## src/rtl/vlu_pkg.sv

```systemverilog
package vlu_pkg;

  typedef struct packed {
    logic load;
    logic issue;
    logic stall;
  } vluStrobe_t;

  typedef enum logic [1:0] {
    ST_IDLE  = 2'd0,
    ST_RUN   = 2'd1,
    ST_DRAIN = 2'd2,
    ST_FIN   = 2'd3
  } vluState_t;

endpackage

```

## src/rtl/vluBankTracker.sv

```systemverilog
module vluBankTracker #(
  parameter int NUM_BANKS = 16,
  parameter int BANK_W    = 4,
  parameter int BUSY_CYC  = 4
) (
  input  logic                 clk,
  input  logic                 rst,
  input  logic                 issue,
  input  logic [BANK_W-1:0]    issueBank,
  output logic [NUM_BANKS-1:0] bankIdle
);

  localparam int CNT_W = (BUSY_CYC > 1) ? $clog2(BUSY_CYC) : 1;
  localparam logic [CNT_W-1:0] RELOAD = CNT_W'(BUSY_CYC - 1);

  // one occupancy counter per bank; zero means the bank takes a request
  for (genvar g = 0; g < NUM_BANKS; g++) begin : g_bank
    logic [CNT_W-1:0] occCnt;

    always_ff @(posedge clk) begin
      if (rst) begin
        occCnt <= '0;
      end else if (issue && (issueBank == BANK_W'(g))) begin
        occCnt <= RELOAD;
      end else if (occCnt != '0) begin
        occCnt <= occCnt - 1'b1;
      end
    end

    assign bankIdle[g] = (occCnt == '0);
  end

endmodule

```

## src/rtl/vluControl.sv

```systemverilog
module vluControl
  import vlu_pkg::*;
#(
  parameter int MAX_VL = 64,
  parameter int IDX_W  = 6,
  parameter int VLEN_W = 7
) (
  input  logic              clk,
  input  logic              rst,
  input  logic              start,
  input  logic [VLEN_W-1:0] vecLen,
  input  logic              bankFree,
  output vluStrobe_t        strobe,
  output logic [IDX_W-1:0]  elemIdx,
  output logic              busy,
  output logic              done
);

  vluState_t stateQ, stateD;
  logic [IDX_W-1:0]  elemIdxQ;
  logic [IDX_W-1:0]  lastIdxQ;
  logic [VLEN_W-1:0] vlenEff;

  assign vlenEff = (vecLen > VLEN_W'(MAX_VL)) ? VLEN_W'(MAX_VL) : vecLen;

  always_comb begin
    stateD = stateQ;
    strobe = '0;
    case (stateQ)
      ST_IDLE: begin
        if (start) begin
          strobe.load = 1'b1;
          stateD = (vlenEff == '0) ? ST_FIN : ST_RUN;
        end
      end
      ST_RUN: begin
        if (bankFree) begin
          strobe.issue = 1'b1;
          if (elemIdxQ == lastIdxQ) stateD = ST_DRAIN;
        end else begin
          strobe.stall = 1'b1;
        end
      end
      ST_DRAIN: stateD = ST_FIN;
      default:  stateD = ST_IDLE;
    endcase
  end

  always_ff @(posedge clk) begin
    if (rst) begin
      stateQ   <= ST_IDLE;
      elemIdxQ <= '0;
      lastIdxQ <= '0;
    end else begin
      stateQ <= stateD;
      if (strobe.load) begin
        elemIdxQ <= '0;
        lastIdxQ <= IDX_W'(vlenEff - 1'b1);
      end else if (strobe.issue) begin
        elemIdxQ <= elemIdxQ + 1'b1;
      end
    end
  end

  assign elemIdx = elemIdxQ;
  assign busy    = (stateQ != ST_IDLE);
  assign done    = (stateQ == ST_FIN);

endmodule

```

## src/rtl/vluDatapath.sv

```systemverilog
module vluDatapath
  import vlu_pkg::*;
#(
  parameter int ADDR_W    = 16,
  parameter int DATA_W    = 16,
  parameter int NUM_BANKS = 16,
  parameter int BANK_W    = 4,
  parameter int BUSY_CYC  = 4,
  parameter int IDX_W     = 6,
  parameter int STALL_W   = 16
) (
  input  logic                        clk,
  input  logic                        rst,
  input  vluStrobe_t                  strobe,
  input  logic [IDX_W-1:0]            elemIdx,
  input  logic [ADDR_W-1:0]           baseAddr,
  input  logic [ADDR_W-1:0]           stride,
  input  logic [NUM_BANKS-1:0]        bankRdValid,
  input  logic [NUM_BANKS*DATA_W-1:0] bankRdData,
  output logic                        bankFree,
  output logic [NUM_BANKS-1:0]        bankReq,
  output logic [ADDR_W-BANK_W-1:0]    bankWordAddr,
  output logic                        wrEn,
  output logic [IDX_W-1:0]            wrIdx,
  output logic [DATA_W-1:0]           wrData,
  output logic [STALL_W-1:0]          stallCount
);

  logic [ADDR_W-1:0]    addrQ;
  logic [ADDR_W-1:0]    strideQ;
  logic [BANK_W-1:0]    curBank;
  logic [NUM_BANKS-1:0] bankIdle;
  logic                 pendValidQ;
  logic [BANK_W-1:0]    pendBankQ;
  logic [IDX_W-1:0]     pendIdxQ;
  logic [STALL_W-1:0]   stallQ;

  assign curBank      = addrQ[BANK_W-1:0];
  assign bankWordAddr = addrQ[ADDR_W-1:BANK_W];
  assign bankFree     = bankIdle[curBank];
  assign bankReq      = strobe.issue ? (NUM_BANKS'(1) << curBank) : '0;

  vluBankTracker #(
    .NUM_BANKS(NUM_BANKS),
    .BANK_W   (BANK_W),
    .BUSY_CYC (BUSY_CYC)
  ) u_tracker (
    .clk      (clk),
    .rst      (rst),
    .issue    (strobe.issue),
    .issueBank(curBank),
    .bankIdle (bankIdle)
  );

  // address walk and stall accounting
  always_ff @(posedge clk) begin
    if (rst) begin
      addrQ   <= '0;
      strideQ <= '0;
      stallQ  <= '0;
    end else begin
      if (strobe.load) begin
        addrQ   <= baseAddr;
        strideQ <= stride;
        stallQ  <= '0;
      end else begin
        if (strobe.issue) addrQ  <= addrQ + strideQ;
        if (strobe.stall) stallQ <= stallQ + 1'b1;
      end
    end
  end

  // remember which bank and element the single outstanding answer belongs to
  always_ff @(posedge clk) begin
    if (rst) begin
      pendValidQ <= 1'b0;
      pendBankQ  <= '0;
      pendIdxQ   <= '0;
    end else begin
      pendValidQ <= strobe.issue;
      if (strobe.issue) begin
        pendBankQ <= curBank;
        pendIdxQ  <= elemIdx;
      end
    end
  end

  assign wrEn       = pendValidQ & bankRdValid[pendBankQ];
  assign wrIdx      = pendIdxQ;
  assign wrData     = bankRdData[int'(pendBankQ)*DATA_W +: DATA_W];
  assign stallCount = stallQ;

endmodule

```

## src/rtl/vecLoadUnit.sv

```systemverilog
module vecLoadUnit
  import vlu_pkg::*;
#(
  parameter int ADDR_W    = 16,
  parameter int DATA_W    = 16,
  parameter int NUM_BANKS = 16,
  parameter int BUSY_CYC  = 4,
  parameter int MAX_VL    = 64,
  parameter int STALL_W   = 16,
  localparam int BANK_W   = $clog2(NUM_BANKS),
  localparam int IDX_W    = $clog2(MAX_VL),
  localparam int VLEN_W   = IDX_W + 1
) (
  input  logic                        clk,
  input  logic                        rst,
  input  logic                        start,
  input  logic [ADDR_W-1:0]           baseAddr,
  input  logic [ADDR_W-1:0]           stride,
  input  logic [VLEN_W-1:0]           vecLen,
  output logic                        busy,
  output logic                        done,
  output logic [NUM_BANKS-1:0]        bankReq,
  output logic [ADDR_W-BANK_W-1:0]    bankWordAddr,
  input  logic [NUM_BANKS-1:0]        bankRdValid,
  input  logic [NUM_BANKS*DATA_W-1:0] bankRdData,
  output logic                        wrEn,
  output logic [IDX_W-1:0]            wrIdx,
  output logic [DATA_W-1:0]           wrData,
  output logic [STALL_W-1:0]          stallCount
);

  vluStrobe_t       strobe;
  logic [IDX_W-1:0] elemIdx;
  logic             bankFree;

  vluControl #(
    .MAX_VL(MAX_VL),
    .IDX_W (IDX_W),
    .VLEN_W(VLEN_W)
  ) u_ctl (
    .clk     (clk),
    .rst     (rst),
    .start   (start),
    .vecLen  (vecLen),
    .bankFree(bankFree),
    .strobe  (strobe),
    .elemIdx (elemIdx),
    .busy    (busy),
    .done    (done)
  );

  vluDatapath #(
    .ADDR_W   (ADDR_W),
    .DATA_W   (DATA_W),
    .NUM_BANKS(NUM_BANKS),
    .BANK_W   (BANK_W),
    .BUSY_CYC (BUSY_CYC),
    .IDX_W    (IDX_W),
    .STALL_W  (STALL_W)
  ) u_dp (
    .clk         (clk),
    .rst         (rst),
    .strobe      (strobe),
    .elemIdx     (elemIdx),
    .baseAddr    (baseAddr),
    .stride      (stride),
    .bankRdValid (bankRdValid),
    .bankRdData  (bankRdData),
    .bankFree    (bankFree),
    .bankReq     (bankReq),
    .bankWordAddr(bankWordAddr),
    .wrEn        (wrEn),
    .wrIdx       (wrIdx),
    .wrData      (wrData),
    .stallCount  (stallCount)
  );

endmodule

```

## config.mk

```make
export PLATFORM = sky130hd
export DESIGN_NAME = vecLoadUnit
export DESIGN_NICKNAME = d
export VERILOG_FILES = /design/src/rtl/vlu_pkg.sv /design/src/rtl/vluBankTracker.sv /design/src/rtl/vluControl.sv /design/src/rtl/vluDatapath.sv /design/src/rtl/vecLoadUnit.sv
export SDC_FILE = /design/constraint.sdc
export NUM_CORES = 1
export LEC_CHECK = 0
export CAP_MARGIN = 20
export CORE_ASPECT_RATIO = 0.9
export CORE_MARGIN = 3
export CORE_UTILIZATION = 35
export DETAILED_ROUTE_END_ITERATION = 8
export MAX_ROUTING_LAYER = met4
export PLACE_DENSITY_LB_ADDON = 0.15
export REMOVE_ABC_BUFFERS = 1
export SLEW_MARGIN = 20
export SYNTH_ARGS = -nofsm -noshare
export SYNTH_HDL_FRONTEND = slang
export SYNTH_SLANG_ARGS = --single-unit
```

## constraint.sdc

```tcl
create_clock -name clk -period 5.3 [get_ports clk]
set_input_delay 1.06 -clock clk [delete_from_list [all_inputs] [get_ports clk]]
set_output_delay 1.06 -clock clk [all_outputs]
set_load 0.005 [all_outputs]
```

== After elaboration in Yosys (flattened, before gate mapping) ==
Index checks and enable logic that the tools add are counted.

* Output and inout port bits: 69
* Bits of input ports: 314
* Register bits: 105

* Order comparisons: 3
* Shift-type cells: 2
* Bitwise logic cells: 1
* Mux-type cells: 50
* Reduce and logical (&&, ||, !) cells: 71
* Add/sub/neg operators: 20
* Equality and inequality tests: 22

{| class="wikitable"
|+ Operators with widths
! kind !! number
|-
| 256-bit by 9-bit variable part select with 16-bit output || 1
|-
| 2-bit two-way mux || 37
|-
| 2-bit nonzero test || 34
|-
| 16-bit two-way mux || 3
|-
| 2-bit logical NOT || 17
|-
| 4-bit equality test (second input constant) || 8
|-
| 2-bit by 1-bit subtractor with 2-bit output (second input constant) || 16
|-
| 16-bit by 1-bit adder with 16-bit output (second input constant) || 1
|-
| 16-bit adder || 1
|-
| 4-bit by 3-bit equality test with 1-bit output (second input constant) || 4
|-
| 1-bit logical AND || 16
|-
| 1-bit by 4-bit left shift with 16-bit output (first input constant) || 1
|-
| 4-bit by 5-bit less-than comparator with 1-bit output (second input constant) || 2
|-
| 1-bit binary-select mux with 4-bit select || 2
|-
| 4-bit by 2-bit equality test with 1-bit output (second input constant) || 2
|-
| 7-bit > comparator (second input constant) || 1
|-
| 7-bit logical NOT || 1
|-
| 7-bit two-way mux || 1
|-
| 6-bit by 1-bit adder with 6-bit output (second input constant) || 1
|-
| 6-bit equality test || 1
|-
| 1-bit two-way mux || 6
|-
| 2-bit case mux with 3 select lines || 1
|-
| 6-bit by 1-bit subtractor with 6-bit output (second input constant) || 1
|-
| 2-bit equality test (second input constant) || 2
|-
| other kinds (8) || 9
|}

== Logic depth before layout (Yosys ltp) ==
Gate-level depths: netlist (run 1).

* Depth in word-level cells: 7
* Depth in mapped cells: 9
* Depth with buffers taken out: 8

== Cells and area by module ==
From an unflattened synthesis (run 1), not the netlist that was laid out.

* Cell total of the unflattened synthesis: 770
* Area total of the unflattened synthesis: 7893.8 µm²

{| class="wikitable"
|+ Modules (own cells, without submodules)
! module !! area each (µm²) !! times used !! cells an instance
|-
| vluDatapath || 5422.7 || 1 || 498
|-
| vluBankTracker || 1644.1 || 1 || 176
|-
| vluControl || 827.0 || 1 || 96
|}

== Least setup slack after synthesis (run 1) ==
OpenSTA, ideal clock, no wires.

* Kind: flip-flop to output port
* Start point: register u_dp.pendBankQ[0]
* End point: output port wrData[10]
* Cell stages (with the launch flop): 6
* Required time: 4.240 ns
* Setup slack: 1.899 ns
* Arrival time: 2.341 ns
* Path through: dfxtp_1 clkbuf_1 buf_2 buf_1 mux4_2 mux4_2

* Word-level cells in the longest chain between the ends: 1

{| class="wikitable"
|+ Ends and longest elaborated chain
! what !! line !! RTL
|-
| from (decl) || vluDatapath.sv:34 || <nowiki>logic [BANK_W-1:0] pendBankQ;</nowiki>
|-
| from (signal assigned) || vluDatapath.sv:82 || <nowiki>pendBankQ <= curBank;</nowiki>
|-
| 256-bit by 9-bit variable part select with 16-bit output || vluDatapath.sv:90 || <nowiki>assign wrData = bankRdData[int'(pendBankQ)*DATA_W +: DATA_W];</nowiki>
|-
| to (decl) || vecLoadUnit.sv:28 || <nowiki>output logic [DATA_W-1:0] wrData,</nowiki>
|}

Every way passes these cells.

== Final worst setup path (run 1) ==
* Start point: input port bankRdData[249]
* End point: output port wrData[9]

* Word-level cells in the longest chain between the ends: 1

{| class="wikitable"
|+ Ends and longest elaborated chain
! what !! line !! RTL
|-
| from (decl) || vecLoadUnit.sv:25 || <nowiki>input logic [NUM_BANKS*DATA_W-1:0] bankRdData,</nowiki>
|-
| 256-bit by 9-bit variable part select with 16-bit output || vluDatapath.sv:90 ||
|}

Every way passes these cells.

==> results.cfg, run 1 <==
[outcome]
outcome = finished, final reports clean

[drt]
vias = 7337
drc_errors = 0
ant_nets = 0
routed_via_density = 5.15
drt_iter0_markers = 424
dr.pass1.iters = 5
wl_mm = 30.1
wl_per_cell_um = 21.1

[worst_setup_path]
regToRegSetupSlack_ns = 1.85
end_kind = primary output
path_depth = 4
critPathArrivalTime_ns = 3.15
rr_worst_depth = 7
timing.rr.start = u_dp.addrQ[1]
worstPathCellList = clkdlybuf4s50_1 > mux4_2 > mux4_2 > clkdlybuf4s50_1
cp.buffers_inverters = 2
r2r-end = u_dp.addrQ[11]
cp-start-kind = input pin
cpPeakStageDelay_ns = 0.61
crit_type = input pin to primary output
crit_end = wrData[9]
crit_family = buffers and inverters
startpoint = bankRdData[249]
cp_slowest_cell = clkdlybuf4s50_1
crit_path_max_fanout = 1
cp.required_ns = 4.24

[global_routing]
grt_max_degree = 58
grt.total_usage_pct = 25.4
antenna_found_initial = 10
grt_pass1_vias = 7124
grt_pass1_wl_mm = 44.3
grt.overflow.total = 0

[timing]
slew_headroom_pct = 24.0
period_share_pct = 79.5
hold_viol = 0
post-route-min-period_ns = 4.21
tightest_slew_ns = 1.14
rsz0062_at_grt = no
fmaxAchievable_ghz = 0.237
slew_violations = 0
setup_viol = 0
holdWs_ns = 0.456
fin_setup_tns_ns = 0
skew_ns = 0.0103

[place]
placed_cells = 1400
portBuffers = 382
gp_congestion = 0.916
place_area_um2 = 11600
post-dp-hpwl_mm = 24.8

[yosys]
seq_area_frac_synth_pct = 27.4
ys_async_sr_fraction_pct = 0
syn_area_um2 = 7660
synth_cells = 787
syn-mean-instance-area_um2 = 9.73
yosys-top-cells-area = dfxtp_1, mux4_2, ha_1
ys_warn_count = 0
synth_ff_type = dfxtp_1
ys_ff_latch = 105
synth_edf_count = 0
synth_top_area_share_pct = 27.4
synth_top_cell_by_area = dfxtp_1
synthDistinctLibCells = 49

[min_path]
holdCritPathClass = flip-flop to flip-flop

[cells_and_area]
final_area_um2 = 12000
area_delta_synth_final_pct = 56.2
nets = 1480
drive_above_1_share_pct = 12.0
final_common_cell = clkdlybuf4s50_1
final_cell_mix = clkdlybuf4s50_1, dfxtp_1, nand2_1
final_cells = 1426

[clocking]
hold_buffers = 0
cts-root-buf = clkbuf_16
ctsLongestPathBuffers = 2
path_clk_slew_ns = 0.07
clock_latency_ns = 0.36
cts_tree = yes
cts_resized = 0
postCtsSetupBuffers = 0
h-tree-depth = 3
cts_sinks = 105
cts_buffers = 9

[floorplanning]
die-width_um = 162
num_io_pins = 383
placementRows = 50
die_h_um = 146
core_um2 = 21100
dieArea_um2 = 23700
start_util_pct = 36.2

[power]
peakVddDrop_uv = 291
power.internal_w = 0.00256
swShare_pct = 36.8
pwr-share-seq_pct = 29.5
leakagePower_nw = 4.39
comb_power_share_pct = 53.4
switching_power_w = 0.00149
power_w = 0.00405
pwr-share-clk_pct = 17.1
powerDensity_nw_per_um2 = 338

[run]
maxCapViolCount = 0
==> cells by family after synthesis <==
family                     share of synthesized area, %
xor gates and xnor gates                           5.95
buffers and inverters                              6.52
muxes                                              29.6
and+or+nand+nor                                    12.8
DFF                                                27.4
AOI/OAI and AO/OA                                  10.9
adders and majority gates                          6.80
==> registers in the layout, indices dropped and copies added (netlist names) <==
signal and count:
u_dp.strideQ 16, u_dp.stallCount 16, u_dp.addrQ 16, u_dp.pendValidQ 1, u_ctl.elemIdx 6, u_dp.pendBankQ 4, u_ctl.stateQ 2, u_dp.wrIdx 6
u_dp.u_tracker.g_bank.occCnt 32, u_ctl.lastIdxQ 6
==> power by group through the flow <==
| stage | clock (W) | combinational (W) | sequential [W] |
|---|---|---|---|
| floorplan | 0 | 0.00136 | 0.00120 |
| global placement | 0 | 0.00213 | 0.00121 |
| detailed placement | 0 | 0.00216 | 0.00121 |
| CTS | 0.000711 | 0.00218 | 0.00120 |
| global route | 0.000742 | 0.00238 | 0.00123 |
| finish | 0.000693 | 0.00216 | 0.00119 |
==> worst min-delay path by stage <==
stage / slack, ns / from / endpoint / cells after the start
floorplan: 0.43 / u_dp.strideQ[10] / u_dp.strideQ[10] / 2
global placement: 0.44 / u_dp.wrIdx[2] / u_dp.wrIdx[2] / 2
global route: 0.48 / u_dp.wrIdx[1] / u_dp.wrIdx[1] / 2
finish: 0.46 / u_dp.wrIdx[1] / u_dp.wrIdx[1] / 2
detailed placement: 0.45 / u_dp.wrIdx[2] / u_dp.wrIdx[2] / 2
CTS: 0.46 / u_dp.wrIdx[2] / u_dp.wrIdx[2] / 2
==> through the flow <==
step / worst slack [ns] / util [%]
2_1_floorplan: 0.0648 / -
3_5_place_dp: 1.11 / 55.0
5_1_grt: 1.03 / 56.6
4_1_cts: 1.10 / 56.4
6_report: 1.09 / 56.6
3_3_place_gp: 1.10 / 55.0
==> Yosys cell counts (2+ instances only) <==
cell	count
or4_1	2
and2_1	6
inv_1	55
o21ai_0	8
nand3b_1	2
buf_2	9
nor2b_1	3
o21a_1	2
nand4_1	9
mux4_2	90
buf_1	6
nor2_1	54
nand2b_1	5
xor2_1	40
and4_1	2
nor3_1	11
nor4_1	2
a21o_1	4
mux2_2	17
o31ai_1	4
buf_4	12
a31oi_1	3
xnor2_1	12
a211oi_1	13
nand2_1	99
clkbuf_1	36
o211ai_1	3
nand3_1	16
a211o_1	2
mux2i_1	5
ha_1	40
and3_1	4
a21oi_1	84
a311oi_1	8
dfxtp_1	105
==> final cells by class <==
class / count / area (um2)
well taps: 286 / 358
repair buffers: 390 / 3900
clock inverters: 6 / 75.1
diodes: 10 / 25.0
clock buffers: 10 / 229
multi-input cells: 564 / 5060
flip-flops and latches: 105 / 2110
fillers: 1920 / 9180
inverters: 55 / 206
==> metal layers <==
| layer | vias up | part of all wire, % | global-route usage, % |
|---|---|---|---|
| li1 | 3549 | - | - |
| met1 | 3504 | 41 | 30.3 |
| met2 | 256 | 49 | 40.6 |
| met3 | 28 | 8.3 | 8.79 |
| met4 | 0 | 1.9 | 7.76 |
| met5 | - | 0 | - |
==> tightest hold or removal path, delay by kind of cell (launching register included) <==
kind	cells	cell delay [ns]
flops	1	0.31
simple gates	1	0.05
compound gates	1	0.05
No activity file was read; power rests on OpenSTA's default activity.
==> run 2, diff against run 1 <==
Clock period 5.3 ns to 4.3 ns, I/O delays scaled along.
==> run 2 against run 1 <==
Net effect: cell count is 0.70% higher; largest power group unchanged; hold slack better by 0.00093 ns; clock skew is 0.0017 ns lower.
==> results.cfg, run 2 (synthesized netlist as in run 1, its figures left out) <==
[global_routing]
grt_pass1_wl_mm = 44.8
grt_max_degree = 85
antenna_found_initial = 15
grt_pass1_vias = 7260
grt.total_usage_pct = 25.7
grt.overflow.total = 0

[power]
powerDensity_nw_per_um2 = 418
peakVddDrop_uv = 334
power_w = 0.00503
leakagePower_nw = 4.44

[floorplanning]
core_um2 = 21100
die_h_um = 146
die-width_um = 162
num_io_pins = 383
placementRows = 50
dieArea_um2 = 23700
start_util_pct = 36.2

[timing]
post-route-min-period_ns = 3.83
tightest_slew_ns = 0.936
period_share_pct = 89.2
setup_viol = 0
rsz0062_at_grt = no
fmaxAchievable_ghz = 0.261
fin_setup_tns_ns = 0
hold_viol = 0
slew_headroom_pct = 37.6
slew_violations = 0
skew_ns = 0.00860

[cells_and_area]
area_delta_synth_final_pct = 57.1
seq_area_um2 = 2110
final_common_cell = clkdlybuf4s50_1
final_cell_mix = clkdlybuf4s50_1, dfxtp_1, nand2_1
multi_input_area_um2 = 5060
drive_above_1_share_pct = 12.7
largest_reg_flops = 32
largest_register = u_dp.u_tracker.g_bank.occCnt
fill_cells = 1934
nets = 1487
fin_util_pct = 56.9

[clocking]
cts_resized = 0
cts-root-buf = clkbuf_16
cts_tree = yes
clock_latency_ns = 0.35
path_clk_slew_ns = 0.07
h-tree-depth = 3
cts_sinks = 105
hold_buffers = 0
postCtsSetupBuffers = 0
cts_buffers = 9
ctsLongestPathBuffers = 2

[worst_setup_path]
crit_type = flip-flop to primary output
cpPeakStageDelay_ns = 0.63
cp_common_cell = mux4_2
end_kind = primary output
worstPathCellList = buf_4 > mux4_2 > mux4_2 > clkdlybuf4s50_1
cp_slowest_cell = dfxtp_4
timing.rr.start = u_dp.addrQ[1]
startpoint = u_dp.pendBankQ[0]
cp-start-kind = flip-flop
critPathArrivalTime_ns = 2.97
cp.required_ns = 3.44
crit_path_max_fanout = 22

[place]
portBuffers = 382
gp_congestion = 0.961
post-dp-hpwl_mm = 25.1

[drt]
drc_errors = 0
ant_nets = 0
wl_per_cell_um = 21.3
vias = 7429
routed_via_density = 5.17
dr.pass1.iters = 4
wl_mm = 30.6
drt_iter0_markers = 488

[run]
maxCapViolCount = 0

[outcome]
outcome = finished, final reports clean

[min_path]
min_from = u_dp.pendBankQ[3]
holdCritPathClass = flip-flop to flip-flop
-- run 2: cell types whose count changed in the layout (fill, tap and decap cells not counted), sizes merged --
cell	previous run	this run
buf	9	16
diode	10	13
clkinvlp	1	0
inv	57	58
-- run 2: worst paths after layout --
path | slack [ns] | end | depth (start not counted)
worst max-delay path | 0.47 | wrData[9] | 4
worst min-delay path | 0.46 | u_dp.pendBankQ[3] | 2
worst max register to register | 1.02 | u_dp.addrQ[0] | 6
worst min register to register | 0.46 | u_dp.pendBankQ[3] | 2
-- run 2: critical path, delay by kind of cell, from the launching register on --
| kind | cells | cell delay [ns] |
|---|---|---|
| muxes | 2 | 1.03 |
| buffers and inverters | 2 | 0.94 |
| DFF | 1 | 0.63 |
-- run 2: per-layer routing --
layer	up-vias	global-route usage [%]	routed length, um
met4	0	7.59	418
met3	19	7.35	2450
met1	3568	30.8	12300
met2	272	42.3	15400
met5	-	-	0
li1	3570	-	-
-- run 2: power breakdown --
| part | switching [W] | internal, W | leakage (nW) |
|---|---|---|---|
| sequential | 0.000224 | 0.00123 | 0.863 |
| combinational | 0.00124 | 0.00148 | 3.42 |
| clock | 0.000390 | 0.000477 | 0.157 |
| total | 0.00185 | 0.00318 | 4.44 |
-- run 2: stage by stage --
step	hold WS [ns]	setup slack (ns)	cells	cell area [um2]
finish	0.457	0.465	1436	12000
global route	0.476	0.279	1436	12000
CTS	0.457	0.408	1423	12000
detailed placement	0.448	0.505	1407	11700
global placement	0.442	0.500	1407	11700
floorplan	0.434	-0.735	724	7370
-- run 2: layout make-up --
type | instances | area share (%)
antenna | 13 | 0.270
clock buffer | 10 | 1.99
clock inverter | 6 | 0.603
inverter | 55 | 1.72
multi-input combinational | 564 | 42.0
sequential | 105 | 17.5
tap | 286 | 2.97
timing repair buffer | 397 | 32.9
